### src/rtl/qpr_pkg.sv
package qpr_pkg;

   typedef enum logic {
      RATE_FAST = 1'b0,
      RATE_SLOW = 1'b1
   } rate_e;

   function automatic int unsigned clamp_u(input int unsigned v,
                                           input int unsigned lo,
                                           input int unsigned hi);
      if (v < lo) return lo;
      if (v > hi) return hi;
      return v;
   endfunction

endpackage

### src/rtl/qpr_blank_sel.sv
module qpr_blank_sel #(
   parameter int unsigned HB_MIN      = 40,
   parameter int unsigned HB_MAX      = 200,
   parameter int unsigned HB_DEF      = 70,
   parameter int unsigned VB_MIN      = 20,
   parameter int unsigned VB_MAX      = 300,
   parameter int unsigned VB_DEF_FAST = 45,
   parameter int unsigned VB_DEF_SLOW = 270,
   parameter int unsigned HBW         = 8,
   parameter int unsigned VBW         = 9
) (
   input  logic           clk,
   input  logic           rst_n,
   input  logic           load,
   input  logic           rate_slow,
   input  logic           blank_prog,
   input  logic [HBW-1:0] hblank_cfg,
   input  logic [VBW-1:0] vblank_cfg,
   output logic [HBW-1:0] hb_q,
   output logic [VBW-1:0] vb_q
);
   import qpr_pkg::*;

   rate_e          rate;
   logic [HBW-1:0] hb_pick;
   logic [VBW-1:0] vb_pick;

   assign rate = rate_e'(rate_slow);

   always_comb begin
      if (blank_prog) begin
         hb_pick = HBW'(clamp_u(32'(hblank_cfg), HB_MIN, HB_MAX));
         vb_pick = VBW'(clamp_u(32'(vblank_cfg), VB_MIN, VB_MAX));
      end else begin
         hb_pick = HBW'(HB_DEF);
         vb_pick = (rate == RATE_SLOW) ? VBW'(VB_DEF_SLOW) : VBW'(VB_DEF_FAST);
      end
   end

   always_ff @(posedge clk) begin
      if (!rst_n) begin
         hb_q <= HBW'(HB_DEF);
         vb_q <= VBW'(VB_DEF_FAST);
      end else if (load) begin
         hb_q <= hb_pick;
         vb_q <= vb_pick;
      end
   end

endmodule

### src/rtl/qpr_raster_cnt.sv
module qpr_raster_cnt #(
   parameter int unsigned ACT_GROUPS = 480,
   parameter int unsigned ACT_LINES  = 1080,
   parameter int unsigned HW         = 10,
   parameter int unsigned VW         = 11,
   parameter int unsigned HBW        = 8,
   parameter int unsigned VBW        = 9
) (
   input  logic           clk,
   input  logic           rst_n,
   input  logic [HBW-1:0] hb,
   input  logic [VBW-1:0] vb,
   output logic           load,
   output logic [HW-1:0]  col,
   output logic [VW-1:0]  line,
   output logic           de,
   output logic           frame_start
);

   logic live_q;
   logic line_end;
   logic frame_end;

   assign line_end  = (32'(col) == ACT_GROUPS + 32'(hb) - 1);
   assign frame_end = line_end && (32'(line) == ACT_LINES + 32'(vb) - 1);
   assign load      = !live_q || frame_end;

   always_ff @(posedge clk) begin
      if (!rst_n) begin
         live_q <= 1'b0;
         col    <= '0;
         line   <= '0;
      end else if (!live_q) begin
         live_q <= 1'b1;
      end else if (line_end) begin
         col  <= '0;
         line <= frame_end ? '0 : line + 1'b1;
      end else begin
         col <= col + 1'b1;
      end
   end

   assign de          = live_q && (32'(col) < ACT_GROUPS) && (32'(line) < ACT_LINES);
   assign frame_start = live_q && (col == '0) && (line == '0);

endmodule

### src/rtl/qpr_lane_map.sv
module qpr_lane_map #(
   parameter int unsigned LANES = 4,
   parameter int unsigned HW    = 10,
   parameter int unsigned IW    = 11
) (
   input  logic                de,
   input  logic [HW-1:0]       col,
   output logic [LANES*IW-1:0] lane_idx
);

   for (genvar p = 0; p < LANES; p++) begin : g_lane
      assign lane_idx[p*IW +: IW] = de ? IW'(32'(col) * LANES + 32'(p)) : '0;
   end

endmodule

### src/rtl/qpr_depth_fmt.sv
module qpr_depth_fmt #(
   parameter int unsigned LANES = 4,
   parameter int unsigned CW    = 10
) (
   input  logic                  de,
   input  logic                  depth10,
   input  logic [LANES*3*CW-1:0] px_in,
   output logic [LANES*3*CW-1:0] px_out
);
   localparam int unsigned PW   = 3 * CW;
   localparam int unsigned DROP = CW - 8;

   for (genvar l = 0; l < LANES; l++) begin : g_lane
      for (genvar c = 0; c < 3; c++) begin : g_col
         localparam int unsigned B = l * PW + c * CW;
         if (DROP == 0) begin : g_pass
            assign px_out[B +: CW] = de ? px_in[B +: CW] : '0;
         end else begin : g_trim
            assign px_out[B +: CW] = !de     ? '0 :
                                     depth10 ? px_in[B +: CW] :
                                     {px_in[B+DROP +: CW-DROP], {DROP{1'b0}}};
         end
      end
   end

endmodule

### src/rtl/qpix_raster_gen.sv
module qpix_raster_gen #(
   parameter int unsigned ACT_GROUPS  = 480,
   parameter int unsigned ACT_LINES   = 1080,
   parameter int unsigned LANES       = 4,
   parameter int unsigned CW          = 10,
   parameter int unsigned HB_MIN      = 40,
   parameter int unsigned HB_MAX      = 200,
   parameter int unsigned HB_DEF      = 70,
   parameter int unsigned VB_MIN      = 20,
   parameter int unsigned VB_MAX      = 300,
   parameter int unsigned VB_DEF_FAST = 45,
   parameter int unsigned VB_DEF_SLOW = 270,
   localparam int unsigned HW  = $clog2(ACT_GROUPS + HB_MAX),
   localparam int unsigned VW  = $clog2(ACT_LINES + VB_MAX),
   localparam int unsigned HBW = $clog2(HB_MAX + 1),
   localparam int unsigned VBW = $clog2(VB_MAX + 1),
   localparam int unsigned IW  = $clog2(ACT_GROUPS * LANES),
   localparam int unsigned PW  = 3 * CW
) (
   input  logic                clk,
   input  logic                rst_n,
   input  logic                rate_slow,
   input  logic                depth10,
   input  logic                blank_prog,
   input  logic [HBW-1:0]      hblank_cfg,
   input  logic [VBW-1:0]      vblank_cfg,
   input  logic [LANES*PW-1:0] lane_px_in,
   output logic                de,
   output logic                frame_start,
   output logic [HW-1:0]       col,
   output logic [VW-1:0]       line,
   output logic [LANES*IW-1:0] lane_idx,
   output logic [LANES*PW-1:0] lane_px_out
);

   if (CW < 8) begin : g_bad_cw
      $error("qpix_raster_gen: CW must be at least 8");
   end
   if (HB_DEF < HB_MIN || HB_DEF > HB_MAX || HB_MIN > HB_MAX) begin : g_bad_hb
      $error("qpix_raster_gen: horizontal blanking limits inconsistent");
   end
   if (VB_DEF_FAST < VB_MIN || VB_DEF_FAST > VB_MAX ||
       VB_DEF_SLOW < VB_MIN || VB_DEF_SLOW > VB_MAX) begin : g_bad_vb
      $error("qpix_raster_gen: vertical blanking defaults out of range");
   end
   if (ACT_GROUPS == 0 || ACT_LINES == 0 || LANES == 0) begin : g_bad_geo
      $error("qpix_raster_gen: active geometry must be non-zero");
   end

   logic           load;
   logic [HBW-1:0] hb_q;
   logic [VBW-1:0] vb_q;

   qpr_blank_sel #(
      .HB_MIN(HB_MIN), .HB_MAX(HB_MAX), .HB_DEF(HB_DEF),
      .VB_MIN(VB_MIN), .VB_MAX(VB_MAX),
      .VB_DEF_FAST(VB_DEF_FAST), .VB_DEF_SLOW(VB_DEF_SLOW),
      .HBW(HBW), .VBW(VBW)
   ) u_sel (
      .clk(clk), .rst_n(rst_n), .load(load),
      .rate_slow(rate_slow), .blank_prog(blank_prog),
      .hblank_cfg(hblank_cfg), .vblank_cfg(vblank_cfg),
      .hb_q(hb_q), .vb_q(vb_q)
   );

   qpr_raster_cnt #(
      .ACT_GROUPS(ACT_GROUPS), .ACT_LINES(ACT_LINES),
      .HW(HW), .VW(VW), .HBW(HBW), .VBW(VBW)
   ) u_cnt (
      .clk(clk), .rst_n(rst_n), .hb(hb_q), .vb(vb_q),
      .load(load), .col(col), .line(line),
      .de(de), .frame_start(frame_start)
   );

   qpr_lane_map #(.LANES(LANES), .HW(HW), .IW(IW)) u_map (
      .de(de), .col(col), .lane_idx(lane_idx)
   );

   qpr_depth_fmt #(.LANES(LANES), .CW(CW)) u_fmt (
      .de(de), .depth10(depth10), .px_in(lane_px_in), .px_out(lane_px_out)
   );

endmodule

### config.mk
export PLATFORM = sky130hd
export DESIGN_NAME = qpix_raster_gen
export DESIGN_NICKNAME = d
export VERILOG_FILES = /design/src/rtl/qpr_pkg.sv /design/src/rtl/qpr_blank_sel.sv /design/src/rtl/qpr_raster_cnt.sv /design/src/rtl/qpr_lane_map.sv /design/src/rtl/qpr_depth_fmt.sv /design/src/rtl/qpix_raster_gen.sv
export SDC_FILE = /design/constraint.sdc
export NUM_CORES = 1
export LEC_CHECK = 0
export BUFFER_PORTS_ARGS = -buffer_cell sky130_fd_sc_hd__buf_4
export CORE_AREA = 10 10 121 123
export CTS_CLUSTER_SIZE = 10
export DETAILED_ROUTE_END_ITERATION = 7
export DIE_AREA = 0 0 131 133
export PLACE_DENSITY = 0.8
export RECOVER_POWER = 50
export SETUP_SLACK_MARGIN = 0.05
export SLEW_MARGIN = 20
export SYNTH_ARGS = -nofsm -noshare
export SYNTH_HDL_FRONTEND = slang
export SYNTH_SLANG_ARGS = --single-unit
### constraint.sdc
create_clock -name clk -period 4.2 [get_ports clk]
set_clock_uncertainty 0.2 [all_clocks]
set_input_delay 0.21 -clock clk [delete_from_list [all_inputs] [get_ports clk]]
set_output_delay 0.21 -clock clk [all_outputs]
set_load 0.02 [all_outputs]
======== Word-level counts from Yosys, hierarchy flattened ========
Index checks and enable logic that the tools add are counted.
word-level totals
  register bits after elaboration ......... 39
  logic and storage cells ................. 84
operators by class
  reductions and logical operators ........ 10
  multiplexer cells ....................... 52
  $add $sub $neg .......................... 9
  magnitude comparators ................... 6
  equality and inequality tests ........... 2
operators by type and width
  cell                                                 number
  2-to-1 mux 10 bit                                    13
  subtractor 32 x 1 -> 32 bit, second input constant   2
  2-to-1 mux 11 bit                                    5
  2-to-1 mux 9 bit                                     5
  == test 10 x 32 -> 1 bit                             1
  == test 11 x 32 -> 1 bit                             1
  2-to-1 mux 8 bit                                     4
  2-to-1 mux 2 bit                                     12
  adder 11 x 1 -> 11 bit, second input constant        2
  adder 11 x 2 -> 11 bit, second input constant        2
  adder 11 x 9 -> 12 bit, first input constant         1
  zero test 11 bit                                     1
  < comparator 11 bit, second input constant           1
  2-to-1 mux 1 bit                                     11
  adder 10 x 1 -> 10 bit, second input constant        1
  adder 9 x 8 -> 10 bit, first input constant          1
  zero test 10 bit                                     1
  < comparator 10 x 9 -> 1 bit, second input constant  1
  > comparator 9 bit, second input constant            1
  < comparator 9 x 5 -> 1 bit, second input constant   1
  > comparator 8 bit, second input constant            1
  < comparator 8 x 6 -> 1 bit, second input constant   1
  2-to-1 mux 6 bit                                     1
  logical AND 1 bit                                    5
  4 further kinds                                      4

======== Longest topological paths before layout ========
Gate-level depths: netlist of run 1.
  word-level depth ........................ 8
  depth in mapped cells ................... 14
  depth with buffers taken out ............ 12

======== Hierarchy ========
Synthesis of run 1 repeated with hierarchy kept, for this count alone.
second synthesis, totals
  cells, all modules ...................... 531
  area total of the unflattened synthesis .. 4033.9 um2
modules (own cells, without submodules)
  module          instances  cells each  area each (um2)
  qpr_raster_cnt  1          245         1935.6
  qpr_depth_fmt   1          135         900.9
  qpr_blank_sel   1          106         874.6
  qpr_lane_map    1          45          322.8

======== Least setup slack after synthesis of run 1 ========
Ideal clock, no wire load.
  kind .................................... register to register
  start ................................... reg u_sel.hb_q[5]
  end ..................................... reg u_sel.vb_q[2]
  setup time .............................. 0.123 ns
  cell stages (with the launch flop) ...... 14
  period minus slack after synthesis ...... 3.330 ns
  buffers on the path ..................... 2
  slack ................................... 0.870 ns
  arrival time ............................ 3.007 ns
  cell sequence ........................... dfxtp_1 > inv_1 > ha_1 > ha_1 > nor3b_1 > ha_1 > xnor2_1 > nor4_1 > o2111a_1 > a31oi_1 > or3_1 > buf_6 > buf_12 > mux2i_1
on the way
  longest elaborated chain between the ends .. 5
RTL lines
  what                         line                  source
  start, declared              qpr_blank_sel.sv:19   output logic [HBW-1:0] hb_q,
  start signal, assigned       qpr_blank_sel.sv:42   hb_q <= HBW'(HB_DEF);
  start signal, assigned       qpr_blank_sel.sv:45   hb_q <= hb_pick;
  adder 9 x 8 -> 10 bit        qpr_raster_cnt.sv:24  assign line_end = (32'(col) == ACT_GROUPS + 32'(hb) - 1);
  subtractor 32 x 1 -> 32 bit  qpr_raster_cnt.sv:24
  == test 10 x 32 -> 1 bit     qpr_raster_cnt.sv:24
  logical AND 1 bit            qpr_raster_cnt.sv:25  assign frame_end = line_end && (32'(line) == ACT_LINES + 32'(vb) - 1);
  logical OR 1 bit             qpr_raster_cnt.sv:26  assign load = !live_q || frame_end;
  end signal, assigned         qpr_blank_sel.sv:43   vb_q <= VBW'(VB_DEF_FAST);
  end signal, assigned         qpr_blank_sel.sv:46   vb_q <= vb_pick;
  end, declared                qpr_blank_sel.sv:20   output logic [VBW-1:0] vb_q
No other way between the ends.
A chain may end at the register's enable or synchronous reset.

======== Final worst setup path of run 1 ========
  start ................................... reg u_cnt.line[9]
  end ..................................... out lane_px_out[65]
on the way
  longest elaborated chain between the ends .. 3
RTL lines
  what                    line                   source
  start, declared         qpr_raster_cnt.sv:15   output logic [VW-1:0] line,
  start signal, assigned  qpr_raster_cnt.sv:37   line <= frame_end ? '0 : line + 1'b1;
  < comparator 11 bit     qpr_raster_cnt.sv:43   assign de = live_q && (32'(col) < ACT_GROUPS) && (32'(line) < ACT_LINES);
  logical AND 1 bit       qpr_raster_cnt.sv:43
  2-to-1 mux 10 bit       qpr_depth_fmt.sv:19    assign px_out[B +: CW] = !de ? '0 :
  end, declared           qpix_raster_gen.sv:33  output logic [LANES*PW-1:0] lane_px_out
No other way between the ends.

==> impl_metrics.yaml, run 1 <==
status:
  status: "completed"
critical_path:
  r2r_start: "u_sel.hb_q[5]"
  worst-r2r-cell-count: 11
  endpoint_kind: "primary output"
  start_kind: "register"
  worst_r2r_endpoint: "u_sel.vb_q[1]"
  critPathKind: "reg -> out"
  reg2reg_slack_ps: 510
  required_ps: 3790
  worstPathMaxFanout: 59
  cp.arrival_ps: 3290
floorplanning:
  start_util: 0.3325
  die_y_um: 133
  die_w_um: 131
  core-area_mm2: 0.01236
  rows: 41
  top_level_ports: 329
  die_area_mm2: 0.01742
synthesis:
  synthMostInstantiatedCell: "and2_1"
  synth_compound_area_frac: 0.1388
  yosys.area_share.xor_xnor: 0.07702
  ys_warn_count: 0
  synthAdderAreaFrac: 0.03957
  ys_types: 65
  synth_top_cells_by_count: "112 x and2_1, 39 x dfxtp_1, 36 x buf_4"
  avgSynthCellArea_um2: 7.626
  synth_top_area_share: 0.1900
  synth_top_family_by_area: "simple AND/OR/NAND/NOR gates"
  ys_seq_elements: 39
  synthCells: 539
  synth_area_mm2: 0.004110
  synth_area_leader_cell: "dfxtp_1"
  synthFlopType: "dfxtp_1"
  synthMuxAreaShare: 0.02922
  synth_area_leaders: "dfxtp_1 19%, and2_1 17%, buf_4 6.6%"
  synth_simple_gate_area_share: 0.4006
  synth_seq_area_share: 0.1900
  ys_async_sr_fraction: 0
  synth_edf_count: 0
clock_tree:
  cts_tree: "yes"
  max-clock-path-buffers: 2
  cts_hold_buf: 0
  path_clk_slew_ps: 60
  cts_buffers: 5
  clock-sinks: 39
  clkLatencyLatePin_ps: 280
  htreeDepth: 2
  cts_root_buffer: "clkbuf_16"
finish:
  utilization: 0.5068
  drive_gt1_frac: 0.3411
  layout-area-overhead-vs-synth_pct: 52.45
  final_nets: 969
pwr:
  p_leak_nw: 2.915
  p_per_area_mw_per_mm2: 201.0
  ir_drop_uv: 143.9
timing:
  drv_slew: 0
  hold_violations: 0
  rsz0062_at_grt: "no"
  fin_crit_ps: 3697
  fin_tns_setup_ps: 0
  tightest_slew_ps: 1267
  min_period_over_period: 0.8803
  fmax_mhz: 270.5
  setup-violations-final: 0
  slew_headroom: 0.1552
routing:
  drt-initial-drc-count: 249
  wl_met1_mm: 9.364
  drt_first_pass_iters: 4
  top_layer_used: "met4"
  vias: 4863
  drt-total-wl_mm: 21.85
  wl_met2_mm: 9.638
  route.detailed.drc: 0
  via_per_inst: 4.917
  wl_met3_mm: 2.656
  postRouteAntennaNets: 0
  wire_per_inst_um: 22.10
placement:
  place_congestion: 0.8784
  portBuffers: 324
  dp_hpwl_mm: 18.82
global_routing:
  overflow: 0
  grt_pass1_vias: 4684
  grt_pass1_wl_mm: 30.55
  grt_use_total: 0.2337
  grt_max_degree: 60
  antenna_found_initial: 3
min_path:
  hold_end: "u_sel.vb_q[7]"
  whs_path_depth: 3
  min_path_type: "in -> reg"
  worstHoldStart: "vblank_cfg[7]"
flow_run:
  cap_violations: 0
## per-layer routing
metal / global-route usage / up-vias
met5: 0 / -
met4: 0.02040 / 0
met3: 0.09628 / 10
met2: 0.3680 / 221
met1: 0.3011 / 2250
li1: - / 2382
## worst max-delay path, stage by stage (launching register included)
cell and delay, ps:
dfxtp_1 390, or4_1 580, o21ai_0 260, and4b_4 660
clkbuf_1 590, and2_1 330, buf_4 180
## how the worst max path moves through the flow
stage / cells after the start / end / slack, ps / start
3_5_place_dp: 11 / u_sel.vb_q[1] / 340 / u_sel.hb_q[5]
4_1_cts: 11 / u_sel.vb_q[1] / 330 / u_sel.hb_q[5]
6_report: 6 / lane_px_out[65] / 500 / u_cnt.line[9]
3_3_place_gp: 11 / u_sel.vb_q[1] / 460 / u_sel.hb_q[5]
5_1_grt: 11 / u_sel.vb_q[1] / 190 / u_sel.hb_q[5]
2_1_floorplan: 13 / u_sel.vb_q[2] / 870 / u_sel.hb_q[5]
## registers in the layout, summed over array words and instances (netlist names)
name          cells
u_cnt.line       11
u_sel.vb_q        9
u_cnt.col        10
u_cnt.live_q      1
u_sel.hb_q        8
## logic make-up after synthesis
group           after synthesis
fa+ha+maj                    13
flops                        39
xor+xnor                     34
simple gates                277
other cells                   1
buf+inv                      85
mux                          12
compound gates               78
## cell usage in the layout, fill, tap and decap left out, types with 3 or more instances in the layout
cell         n
buf_4      251
and2_1      81
clkbuf_1    79
dfxtp_1     39
and3_1      31
and2_0      31
nand2_1     30
nor2_1      22
a21oi_1     21
inv_1       20
xnor2_1     19
nand3_1     15
o21ai_0     14
xor2_1      14
ha_1        13
mux2i_1     12
nand4_1     10
nor3_1      10
or4_1        9
o31ai_1      9
nor2b_1      8
nor4_1       8
a31oi_1      6
clkbuf_16    5
a211oi_1     4
conb_1       4
or2_2        3
## area by class of cell
| type | count | area [um^2] |
|---|---|---|
| fillers | 1289 | 6097 |
| multi-input cells | 418 | 2849 |
| repair buffers | 330 | 2181 |
| flip-flops and latches | 39 | 780.7 |
| well taps | 172 | 215.2 |
| clock buffers | 7 | 152.6 |
| inverters | 20 | 75.07 |
| clock inverters | 1 | 7.507 |
| diodes | 2 | 5.005 |
## where the power goes
| group | switching, mW | internal, mW |
|---|---|---|
| clock | 0.145 | 0.252 |
| sequential | 0.0183 | 0.379 |
| combinational | 0.250 | 0.216 |
## through the flow
step / worst slack [ps] / power, mW / hold WS [ps] / cells / instance area, um^2
after global routing: 193.6 / 1.316 / 22.08 / 987 / 6261
after global placement: 458.2 / 0.8834 / 279.8 / 977 / 6369
final: 502.8 / 1.259 / 5.786 / 989 / 6266
after floorplan: 869.7 / 0.6419 / 37.72 / 542 / 4121
after CTS: 327.2 / 1.284 / 7.389 / 985 / 6529
after detailed placement: 342.5 / 0.8866 / 282.3 / 977 / 6369
## what timing repair did
item,4_1_cts,5_1_grt
endpoints found under the setup margin,0,8
buffers inserted,0,2
gates resized for setup,0,3
Note: power is estimated with default switching activity, not from simulation.
==> run 2: changes to the inputs <==
--- a/config.mk
+++ b/config.mk
@@ -5,7 +5,7 @@
 export SDC_FILE = /design/constraint.sdc
 export NUM_CORES = 1
 export LEC_CHECK = 0
-export BUFFER_PORTS_ARGS = -buffer_cell sky130_fd_sc_hd__buf_4
+export BUFFER_PORTS_ARGS = -buffer_cell sky130_fd_sc_hd__buf_2
 export CORE_AREA = 10 10 121 123
 export CTS_CLUSTER_SIZE = 10
 export DETAILED_ROUTE_END_ITERATION = 7
==> impl_metrics.yaml, run 2 (synthesized netlist as in run 1, its figures left out) <==
status:
  status: "completed"
global_routing:
  antenna_found_initial: 8
  overflow: 0
  met1_usage: 0.3034
  grt_max_degree: 87
  use_met3: 0.08390
  grt_util_met2: 0.3503
  grt_pass1_vias: 4526
  grt_use_total: 0.2283
  grt_pass1_wl_mm: 29.83
  grt_most_used_layer: "met2"
critical_path:
  critPathMaxStageDelay_ps: 500
  required_ps: 4170
  path_common_cell: "ha_1"
  cp_num_buf_inv: 2
  worst_r2r_endpoint: "u_cnt.line[7]"
  start_kind: "register"
  crit_cells: 12
  cp.arrival_ps: 3800
  path_delay_family: "simple AND/OR/NAND/NOR gates"
  worst-r2r-cell-count: 12
  path_cells: "inv_1, ha_1, ha_1, nor3b_1, ha_1, xnor2_1, nor4_1, o2111a_1, nand4_1, o31ai_2, buf_4, a21oi_1"
  worstPathMaxFanout: 12
  reg2reg_slack_ps: 370
  critPathSlowestCell: "o31ai_2"
  critPathKind: "reg -> reg"
  r2r_start: "u_sel.hb_q[5]"
  endpoint_kind: "register"
finish:
  top_regs: "u_cnt.line: 11 flops, u_cnt.col: 10 flops, u_sel.vb_q: 9 flops"
  drive_gt1_frac: 0.3144
  final_common_cell: "buf_2"
  layout-area-overhead-vs-synth_pct: 36.41
  final_cells: 986
  largest_reg_flops: 11
  final_nets: 965
  largest-register: "u_cnt.line"
  final_cell_mix: "226 x buf_2, 101 x and2_1, 98 x clkbuf_1"
clock_tree:
  clock-sinks: 39
  ctsResizeCount: 0
  postCtsSetupBuffers: 0
  cts_root_buffer: "clkbuf_16"
  htreeDepth: 2
  cts_buffers: 5
  cts_tree: "yes"
  path_clk_slew_ps: 60
  clkLatencyLatePin_ps: 280
  cts_hold_buf: 0
  max-clock-path-buffers: 2
floorplanning:
  rows: 41
  die_y_um: 133
  die_w_um: 131
  core-area_mm2: 0.01236
  top_level_ports: 329
  start_util: 0.3325
  die_area_mm2: 0.01742
timing:
  fin_crit_ps: 3834
  rsz0062_at_grt: "no"
  slew_headroom: 0.1849
  hold_violations: 0
  fin_tns_setup_ps: 0
  min_period_over_period: 0.9128
  setup-violations-final: 0
  fmax_mhz: 260.8
  tightest_slew_ps: 1223
  drv_slew: 0
  layout_setup_ws_ps: 366.3
  whs_ps: 1.262
routing:
  wire_per_inst_um: 21.87
  drt-initial-drc-count: 195
  route.detailed.drc: 0
  postRouteAntennaNets: 0
  via_per_inst: 4.895
  vias: 4826
  drt_first_pass_iters: 4
  drt-total-wl_mm: 21.56
min_path:
  hold_end: "u_sel.vb_q[7]"
  worstHoldStart: "vblank_cfg[7]"
  min_path_type: "in -> reg"
  whs_path_depth: 3
pwr:
  p_leak_nw: 2.708
  ir_drop_uv: 212.1
  p_per_area_mw_per_mm2: 219.7
placement:
  portBuffers: 324
  place_ws_ps: 321.9
  dpl.cell_count: 975
  place_congestion: 0.9365
  dp_hpwl_mm: 18.51
flow_run:
  cap_violations: 0
[run 2: cell type report]
type	instances	area, um^2
Antenna cell	3	7.507
Clock buffer	6	138.9
Clock inverter	2	35.03
Fill cell	1302	6756
Inverter	20	75.07
Multi-Input combinational cell	418	2840
Sequential cell	39	780.7
Tap cell	172	215.2
Timing Repair Buffer	326	1514
[run 2: report_power, final]
part / switching (mW) / internal [mW]
sequential: 0.0181 / 0.379
clock: 0.148 / 0.295
combinational: 0.242 / 0.149
[run 2: routing by layer]
layer,part of all wire,routed length [um]
met5,0,0
met4,0.0094,202
met3,0.11,2398
met2,0.44,9465
met1,0.44,9494
[run 2: worst max-delay path by stage]
stage	endpoint	slack, ps	from
finish	u_cnt.line[7]	370	u_sel.hb_q[5]
global route	u_cnt.line[8]	60	u_sel.hb_q[5]
CTS	u_sel.vb_q[1]	300	u_sel.hb_q[5]
detailed placement	u_sel.vb_q[1]	320	u_sel.hb_q[5]
global placement	u_sel.vb_q[1]	470	u_sel.hb_q[5]
floorplan	u_sel.vb_q[2]	870	u_sel.hb_q[5]
[run 2: tightest hold or removal path: stages]
cell and delay, ps:
buf_2 100, nand3_1 60, mux2i_1 60
[run 2: through the flow]
| stage | util | cell area [um^2] | total power, mW |
|---|---|---|---|
| after floorplan | - | 4121 | 0.6419 |
| after global placement | 0.4493 | 5555 | 0.8025 |
| after detailed placement | 0.4493 | 5555 | 0.8060 |
| after CTS | 0.4634 | 5729 | 1.247 |
| after global routing | 0.4531 | 5602 | 1.281 |
| final | 0.4535 | 5607 | 1.232 |
==> run 3: changes to the inputs <==
--- a/config.mk
+++ b/config.mk
@@ -5,12 +5,13 @@
 export SDC_FILE = /design/constraint.sdc
 export NUM_CORES = 1
 export LEC_CHECK = 0
+export ABC_AREA = 1
 export BUFFER_PORTS_ARGS = -buffer_cell sky130_fd_sc_hd__buf_2
-export CORE_AREA = 10 10 121 123
+export CORE_AREA = 10 10 119 121
 export CTS_CLUSTER_SIZE = 10
 export DETAILED_ROUTE_END_ITERATION = 7
-export DIE_AREA = 0 0 131 133
-export PLACE_DENSITY = 0.8
+export DIE_AREA = 0 0 129 131
+export PLACE_DENSITY = 0.87
 export RECOVER_POWER = 50
 export SETUP_SLACK_MARGIN = 0.05
 export SLEW_MARGIN = 20
==> impl_metrics.yaml, run 3 <==
floorplanning:
  core-area_mm2: 0.01181
  die_area_mm2: 0.01690
  rows: 40
  start_util: 0.3935
  die_w_um: 129
  top_level_ports: 329
  die_y_um: 131
routing:
  route.detailed.drc: 0
  drt-total-wl_mm: 22.69
  wire_per_inst_um: 17.43
  drt_first_pass_iters: 5
  via_per_inst: 4.753
  drt-initial-drc-count: 636
  postRouteAntennaNets: 0
  vias: 6189
pwr:
  ir_drop_uv: 226.3
  p_per_area_mw_per_mm2: 207.0
  p_comb_frac: 0.385
  seqPwrFrac: 0.317
  swShare: 0.3955
  clockPowerShare: 0.298
  p_switching_uw: 501.4
  internal_power_uw: 766.2
  p_leak_nw: 3.705
  power.total_mw: 1.268
synthesis:
  synth_area_mm2: 0.004648
  ys_seq_elements: 39
  synthCells: 876
  synth_area_leaders: "dfxtp_1 17%, nor2_1 16%, nand2_1 16%"
  yosys.area_share.xor_xnor: 0.02826
  synth_area_leader_cell: "dfxtp_1"
  synth_top_area_share: 0.1680
  synth_compound_area_frac: 0.04845
  synthFlopType: "dfxtp_1"
  synth_edf_count: 0
  avgSynthCellArea_um2: 5.306
  ys_types: 44
  synth_simple_gate_area_share: 0.4861
  synthMostInstantiatedCell: "nor2_1"
  synth_top_family_by_area: "simple AND/OR/NAND/NOR gates"
  synthAdderAreaFrac: 0.03499
  ys_async_sr_fraction: 0
  ys_warn_count: 0
  synthMuxAreaShare: 0
  synth_seq_area_share: 0.1680
  synth_top_cells_by_count: "199 x nor2_1, 198 x nand2_1, 179 x inv_1"
timing:
  layout_setup_ws_ps: 576.8
  rsz0062_at_grt: "no"
  setup-violations-final: 0
  tightest_slew_ps: 1304
  fin_crit_ps: 3623
  fmax_mhz: 276.0
  hold_violations: 0
  slew_headroom: 0.1308
  drv_slew: 0
  min_period_over_period: 0.8627
  fin_tns_setup_ps: 0
critical_path:
  critPathSlowestCell: "clkbuf_1"
  start_kind: "register"
  endpoint_kind: "primary output"
  critPathMaxStageDelay_ps: 950
  path_cells: "clkbuf_1, inv_1, nor2_1, nand3b_1, buf_12, nor2_1, buf_2"
  cp.arrival_ps: 3210
  path_common_cell: "nor2_1"
  critPathKind: "reg -> out"
  worst-r2r-cell-count: 20
  required_ps: 3790
  worstPathMaxFanout: 130
global_routing:
  grt_max_degree: 131
  overflow: 0
  antenna_found_initial: 7
  grt_pass1_vias: 5815
  grt_pass1_wl_mm: 32.51
  grt_use_total: 0.2467
placement:
  place_congestion: 0.9973
  portBuffers: 324
  dp_hpwl_mm: 19.69
  dpl.cell_count: 1291
  place_ws_ps: 972.1
finish:
  final_common_cell: "buf_2"
  top_regs: "u_cnt.line: 11 flops, u_cnt.col: 10 flops, u_sel.vb_q: 9 flops"
  largest-register: "u_cnt.line"
  final_nets: 1307
  fill_cells: 1334
  layout-area-overhead-vs-synth_pct: 31.71
  final_cells: 1302
  drive_gt1_frac: 0.2246
  utilization: 0.5183
  final_cell_mix: "215 x buf_2, 199 x nor2_1, 198 x nand2_1"
  largest_reg_flops: 11
clock_tree:
  max-clock-path-buffers: 2
  path_clk_slew_ps: 60
  cts_tree: "yes"
  cts_root_buffer: "clkbuf_16"
  htreeDepth: 2
  postCtsSetupBuffers: 0
  cts_buffers: 5
  clkLatencyLatePin_ps: 290
  clock-sinks: 39
status:
  status: "completed"
min_path:
  min_path_type: "in -> reg"
  whs_path_depth: 5
flow_run:
  cap_violations: 0
## run 3: power by group through the flow
stage | sequential, mW | combinational, mW | clock (mW)
2_1_floorplan | 0.405 | 0.316 | 0
3_5_place_dp | 0.409 | 0.496 | 0
3_3_place_gp | 0.408 | 0.488 | 0
6_report | 0.402 | 0.488 | 0.377
4_1_cts | 0.401 | 0.499 | 0.377
5_1_grt | 0.404 | 0.544 | 0.395
## run 3: cells by family after synthesis
group           Yosys count
other cells               1
flops                    39
xor+xnor                 15
simple gates            524
fa+ha+maj                13
buf+inv                 246
compound gates           38
## run 3: area by class of cell
type	instances	area, um^2	share of cell area
multi-input combinational	594	2794	0.4564
inverter	185	694.4	0.1134
antenna	2	5.005	0.0008175
clock buffer	5	125.1	0.02044
tap	147	183.9	0.03004
clock inverter	3	20.02	0.003270
timing repair buffer	327	1519	0.2481
sequential	39	780.7	0.1275
## run 3: critical path, delay by kind of cell (launching register included)
kind,cells,cell delay (ps)
buf+inv,4,1780
flops,1,300
simple gates,3,710
## run 3: through the flow
step	hold slack (ps)	instance area, um^2
2_1_floorplan	37.72	4659
5_1_grt	79.26	6120
3_3_place_gp	272.9	6102
4_1_cts	47.81	6257
6_report	41.27	6122
3_5_place_dp	279.7	6102
## run 3: path summary, 6_finish.rpt
path,slack (ps),start,endpoint
worst min register to register,300,u_sel.hb_q[6],u_sel.hb_q[6]
worst max-delay path,580,u_cnt.live_q,lane_px_out[77]
worst max register to register,880,u_sel.hb_q[5],u_sel.vb_q[8]
worst min-delay path,40,hblank_cfg[1],u_sel.hb_q[1]
## run 3: routing by layer
metal  up-vias  wire (um)  GRT usage
li1       3123          -          -
met1      2722       8594     0.2809
met2       313      11000     0.4187
met3        31       2626     0.1052
met4         0        473    0.05953
met5         -          0          0
## run 3: what timing repair did
action	4_1_cts	5_1_grt
hold endpoints to repair	1	0
hold buffers	1	0
resized for setup	0	0
